--- src/rtl/crc_pkg.sv ---
package crc_pkg;

  // Sequencer phase: accepting data bits, or emitting the check sequence
  typedef enum logic {
    PH_TAKE = 1'b0,
    PH_EMIT = 1'b1
  } crc_phase_e;

endpackage

--- src/rtl/crc_div_stage.sv ---
// One modulo-2 long-division step: folds din_i into the remainder.
module crc_div_stage #(
  parameter int               W    = 5,
  parameter logic [W:0]       POLY = 6'b110101
) (
  input  logic [W-1:0] rem_i,
  input  logic         din_i,
  output logic [W-1:0] nxt_o
);

  logic fb;

  assign fb = rem_i[W-1] ^ din_i;

  // A gate only where the polynomial has a term below the top one;
  // the constant term is always present, so bit 0 takes feedback directly.
  for (genvar i = 0; i < W; i++) begin : g_bit
    if (i == 0) begin : g_lsb
      assign nxt_o[0] = fb;
    end else if (POLY[i]) begin : g_tap
      assign nxt_o[i] = rem_i[i-1] ^ fb;
    end else begin : g_pass
      assign nxt_o[i] = rem_i[i-1];
    end
  end

endmodule

--- src/rtl/crc_seq_ctrl.sv ---
// Phase sequencer: accepts bits, then emits W check bits in generate mode.
module crc_seq_ctrl
  import crc_pkg::*;
#(
  parameter int W = 5
) (
  input  logic clk,
  input  logic rst_n,
  input  logic start,
  input  logic bit_valid,
  input  logic msg_end,
  input  logic mode_check,
  output logic accept,
  output logic fin_gen,
  output logic fin_chk,
  output logic emitting,
  output logic shift_en
);

  localparam int CW = $clog2(W + 1);

  crc_phase_e      ph_q;
  logic [CW-1:0]   cnt_q;

  assign accept   = bit_valid && (start || ph_q == PH_TAKE);
  assign fin_gen  = accept && msg_end && !mode_check;
  assign fin_chk  = accept && msg_end && mode_check;
  assign emitting = (ph_q == PH_EMIT);
  assign shift_en = emitting && !start;

  always_ff @(posedge clk or negedge rst_n) begin
    if (!rst_n) begin
      ph_q  <= PH_TAKE;
      cnt_q <= '0;
    end else if (fin_gen) begin
      ph_q  <= PH_EMIT;
      cnt_q <= CW'(W - 1);
    end else if (start) begin
      ph_q  <= PH_TAKE;
      cnt_q <= '0;
    end else if (ph_q == PH_EMIT) begin
      if (cnt_q == '0) begin
        ph_q <= PH_TAKE;
      end else begin
        cnt_q <= cnt_q - 1'b1;
      end
    end
  end

endmodule

--- src/rtl/crc_serial_unit.sv ---
module crc_serial_unit #(
  parameter int          FCS_W = 5,
  parameter logic [FCS_W:0] POLY = 6'b110101
) (
  input  logic clk,
  input  logic rst_n,
  input  logic start,
  input  logic bit_valid,
  input  logic bit_in,
  input  logic msg_end,
  input  logic mode_check,
  output logic fcs_bit,
  output logic fcs_valid,
  output logic crc_error,
  output logic check_done
);

  logic [FCS_W-1:0] rem_q;
  logic [FCS_W-1:0] div_base;
  logic [FCS_W-1:0] div_next;
  logic accept, fin_gen, fin_chk, emitting, shift_en;

  crc_seq_ctrl #(.W(FCS_W)) seq_i (
    .clk        (clk),
    .rst_n      (rst_n),
    .start      (start),
    .bit_valid  (bit_valid),
    .msg_end    (msg_end),
    .mode_check (mode_check),
    .accept     (accept),
    .fin_gen    (fin_gen),
    .fin_chk    (fin_chk),
    .emitting   (emitting),
    .shift_en   (shift_en)
  );

  // Start clears the register before the division step sees it
  assign div_base = start ? '0 : rem_q;

  crc_div_stage #(.W(FCS_W), .POLY(POLY)) div_i (
    .rem_i (div_base),
    .din_i (bit_in),
    .nxt_o (div_next)
  );

  always_ff @(posedge clk or negedge rst_n) begin
    if (!rst_n) begin
      rem_q <= '0;
    end else if (accept) begin
      rem_q <= div_next;
    end else if (start) begin
      rem_q <= '0;
    end else if (shift_en) begin
      rem_q <= rem_q << 1;
    end
  end

  always_ff @(posedge clk or negedge rst_n) begin
    if (!rst_n) begin
      crc_error  <= 1'b0;
      check_done <= 1'b0;
    end else begin
      check_done <= fin_chk;
      if (fin_chk) begin
        crc_error <= |div_next;
      end else if (start) begin
        crc_error <= 1'b0;
      end
    end
  end

  assign fcs_valid = emitting;
  assign fcs_bit   = emitting & rem_q[FCS_W-1];

endmodule

--- config.mk ---
export PLATFORM = sky130hd
export DESIGN_NAME = crc_serial_unit
export DESIGN_NICKNAME = d
export VERILOG_FILES = /design/src/rtl/crc_pkg.sv /design/src/rtl/crc_div_stage.sv /design/src/rtl/crc_seq_ctrl.sv /design/src/rtl/crc_serial_unit.sv
export SDC_FILE = /design/constraint.sdc
export NUM_CORES = 1
export LEC_CHECK = 0
export BUFFER_PORTS_ARGS = -buffer_cell sky130_fd_sc_hd__buf_2
export CAP_MARGIN = 40
export CORE_MARGIN = 10
export CORE_UTILIZATION = 40
export DETAILED_ROUTE_END_ITERATION = 16
export PLACE_DENSITY = 0.6
export SYNTH_ARGS = -nofsm -noshare
export SYNTH_HDL_FRONTEND = slang
export SYNTH_SLANG_ARGS = --single-unit
--- constraint.sdc ---
create_clock -name clk -period 1.65 [get_ports clk]
set_input_delay 0.0825 -clock clk [delete_from_list [all_inputs] [get_ports clk]]
set_output_delay 0.0825 -clock clk [all_outputs]
set_load 0.02 [all_outputs]
==> impl_results.md <==
- Boundary pin count: 11
- Sw frac: 29.3%
- Largest net degree at the start of global routing: 18
- Starting Density: 41.5%
- Register bit total from synthesis: 11
- YS warnings: 0
- Die ar.: 3850 um^2
- Number of flops mapped to enable cells by yosys: 0
- Die height: 62.1 um
- Hold_ws: 149 ps
- Sequential fraction of the synthesis area: 38.9%
- Status: finished, final reports clean
- Clock Tree Root: clkbuf_4
- Mux contribution to synthesized area: 1.41%
- Max-Cap Viols: 0
- Synth top cells by count: 11 x dfrtp_1, 10 x nand2_1, 7 x a21oi_1, 6 x o21ai_0
- Leading post-synthesis cells by cell area: dfrtp_1 39%, ha_1 5.3%, nand2_1 5.3%, a21oi_1 4.9%, o21ai_0 4.2%
- Share of power burned in registers: 48.7%
- N_diodes: 0
- Number of nets in the layout: 103
- CP arrival: 1410 ps
- Initial antenna violation count: 0
- Post-Synth Adder-Cell Area: 5.30%
- Fin util: 47.5%
- Pint: 0.450 mW
- Total global-route track usage: 8.97%
- Clock latency at the later pin of the worst-skew pair: 270 ps
- Via density: 5.02
- Starting DRT DRC Count: 12
- Slew margin rel.: 73.2%
- LEAKAGE: 0.367 nW
- Fillcell total: 171
- Simple-gate portion of the synthesized area: 27.6%
- IO Port Bufs: 10
- Final Hold Fails: 0
- First-pass GRT wire length: 2550 um
- Post-synthesis cell count: 79
- Critical Path End Type: flip-flop
- Path type of the worst setup path: reg2reg
- Logic pwr share: 22.1%
- CTS Buffer Depth: 2
- Setup repair bufs after CTS: 0
- Largest family of logic cells by synthesized area: simple AND/OR/NAND/NOR gates
- Synth Area in Compound Gates: 18.4%
- CP Max Fanout: 5
- PwrDens: 783 nW/um^2
- GP Congestion: 0.804
- Final Skew: 7.34 ps
- Num CTS Buffers: 3
- Main synth FF type: dfrtp_1
- Clock sink count: 11
- Placement Cell Area: 776 um^2
- Sum of negative setup slack: 0 ps
- Count leader, synth: dfrtp_1
- Fraction of layout cells with a size suffix above 1: 20.7%
- Area of the core: 1710 um^2
- Fmax: 0.781 GHz
- Clock slew at reported path FFs: 70 ps
- Num rows: 15
- Detail Route Antenna Nets: 0
- CTS H-Tree Depth: 1
- CP startpoint kind: flip-flop
- Final Cycle Share: 77.6%
- Worst min path class: in2reg
- Count of final setup violators: 0
- Routed wire length: 1440 um
- Clock share of power: 29.1%
- Post_cts resized: 0
- Max VDD drop: 0.000355 V
- Ys async rst share: 100%
- Unrepaired setup endpoints after global routing: no
- Post-synth top area share: 38.9%
- Die Wd: 62.1 um
- CTS tree: done
- Slew @ Worst Pin: 401 ps
- Area Growth Syn to Fin: 14.7%
- Post-Synth XOR/XNOR Area: 2.30%
- Synth Net Count: 89
- Post-DR wirelength/cell: 12.3 um
- Netlist cell types: 31
- Routed via count: 587
- Crit path required time: 1780 ps
- Final-report max-slew violation count: 0
- Min Tclk post-route: 1280 ps
- Cell taking the most area after synthesis: dfrtp_1
- Total gr overflow: 0
- Vias in the first global route: 579
- Net Sw Power: 0.187 mW
- Fin area: 812 um^2
- Avg Cell Area, Syn: 8.96 um^2
- Detailed placer's ending HPWL: 1060 um
- Synthesized area: 708 um^2
- # DRC: 0
- Pre-antenna DRT Iters: 4
[path summary, 6_finish.rpt]
| kind | from | end | slack (ps) | cells past startpoint |
|---|---|---|---|---|
| max in group asynchronous | rst_n | rem_q[4]$_DFFE_PN0P_ | 1240 | 2 |
| min in group asynchronous | rst_n | seq_i.cnt_q[2]$_DFFE_PN0P_ | 200 | 2 |
| setup reg to reg | rem_q[4]$_DFFE_PN0P_ | rem_q[2]$_DFFE_PN0P_ | 370 | 5 |
| hold reg to reg | rem_q[1]$_DFFE_PN0P_ | rem_q[1]$_DFFE_PN0P_ | 550 | 2 |
| setup / recovery | rem_q[4]$_DFFE_PN0P_ | rem_q[2]$_DFFE_PN0P_ | 370 | 5 |
| hold / removal | msg_end | seq_i.cnt_q[2]$_DFFE_PN0P_ | 150 | 3 |
[through the flow]
step	power, mW	setup slack, ps	std cells
4_1_cts	0.646	361	117
3_5_place_dp	0.455	381	112
2_1_floorplan	0.414	443	79
5_1_grt	0.688	191	117
3_3_place_gp	0.454	396	112
6_report	0.636	370	117
[critical path, stage by stage (launching register included)]
cell and delay (ps):
dfrtp_1 410, nor2b_4 140, xnor2_2 200, ha_1 270, nand2_1 60, o22ai_1 70
[cell families after synthesis]
group                    count (synthesis)
flip-flops                              11
adder cells (fa/ha/maj)                  3
multiplexers                             1
AND/OR/NAND/NOR                         33
buffers and inverters                    8
XOR/XNOR                                 1
AO/OA/AOI/OAI                           22
[layout make-up]
cell class / instances / area [um^2] / share of cell area (%)
inverters: 4 / 15.0 / 1.85
repair buffers: 13 / 75.1 / 9.24
multi-input cells: 60 / 389 / 47.9
flip-flops and latches: 11 / 275 / 33.9
clock buffers: 4 / 26.3 / 3.24
well taps: 25 / 31.3 / 3.85
[registers in the layout (all words and copies together), names as in the netlist]
signal,count
rem_q,5
seq_i.cnt_q,3
check_done,1
crc_error,1
seq_i.emitting,1
[layer usage]
metal,share of wire [%],track usage [%],vias up
li1,-,-,303
met1,47,10.9,268
met2,45,13.0,12
met3,6.5,3.86,4
met4,1.5,4.78,0
met5,0,0,-
[placed cells by master (no fill, tap or decap), drive strengths merged]
| master | netlist | final |
|---|---|---|
| nand3b | 2 | 2 |
| nor2 | 4 | 4 |
| nand2 | 10 | 10 |
| o22ai | 2 | 2 |
| buf | 4 | 12 |
| inv | 4 | 4 |
| and2b | 1 | 1 |
| nor3b | 2 | 2 |
| nor4b | 1 | 1 |
| a22oi | 1 | 1 |
| o21ai | 7 | 7 |
| nand2b | 2 | 2 |
| o211ai | 2 | 2 |
| xnor2 | 1 | 1 |
| mux2i | 1 | 1 |
| nor3 | 1 | 1 |
| a221o | 1 | 1 |
| dlygate4sd3 | 0 | 1 |
| a21oi | 7 | 7 |
| nand3 | 3 | 3 |
| nor2b | 5 | 5 |
| nor4bb | 1 | 1 |
| clkbuf | 0 | 4 |
| dfrtp | 11 | 11 |
| and2 | 1 | 1 |
| ha | 3 | 3 |
| o21a | 2 | 2 |
[repair_timing]
action | 4_1_cts | 5_1_grt
hold buffers | 1 | 0
setup endpoints to repair | 0 | 0
hold endpoints to repair | 11 | 0
[power groups by stage]
stage,combinational [mW],sequential [mW],clock (mW)
finish,0.141,0.310,0.185
global route,0.162,0.313,0.213
CTS,0.142,0.310,0.193
detailed placement,0.140,0.315,0
global placement,0.139,0.315,0
floorplan,0.0935,0.320,0
No activity file was read; power rests on OpenSTA's default activity.
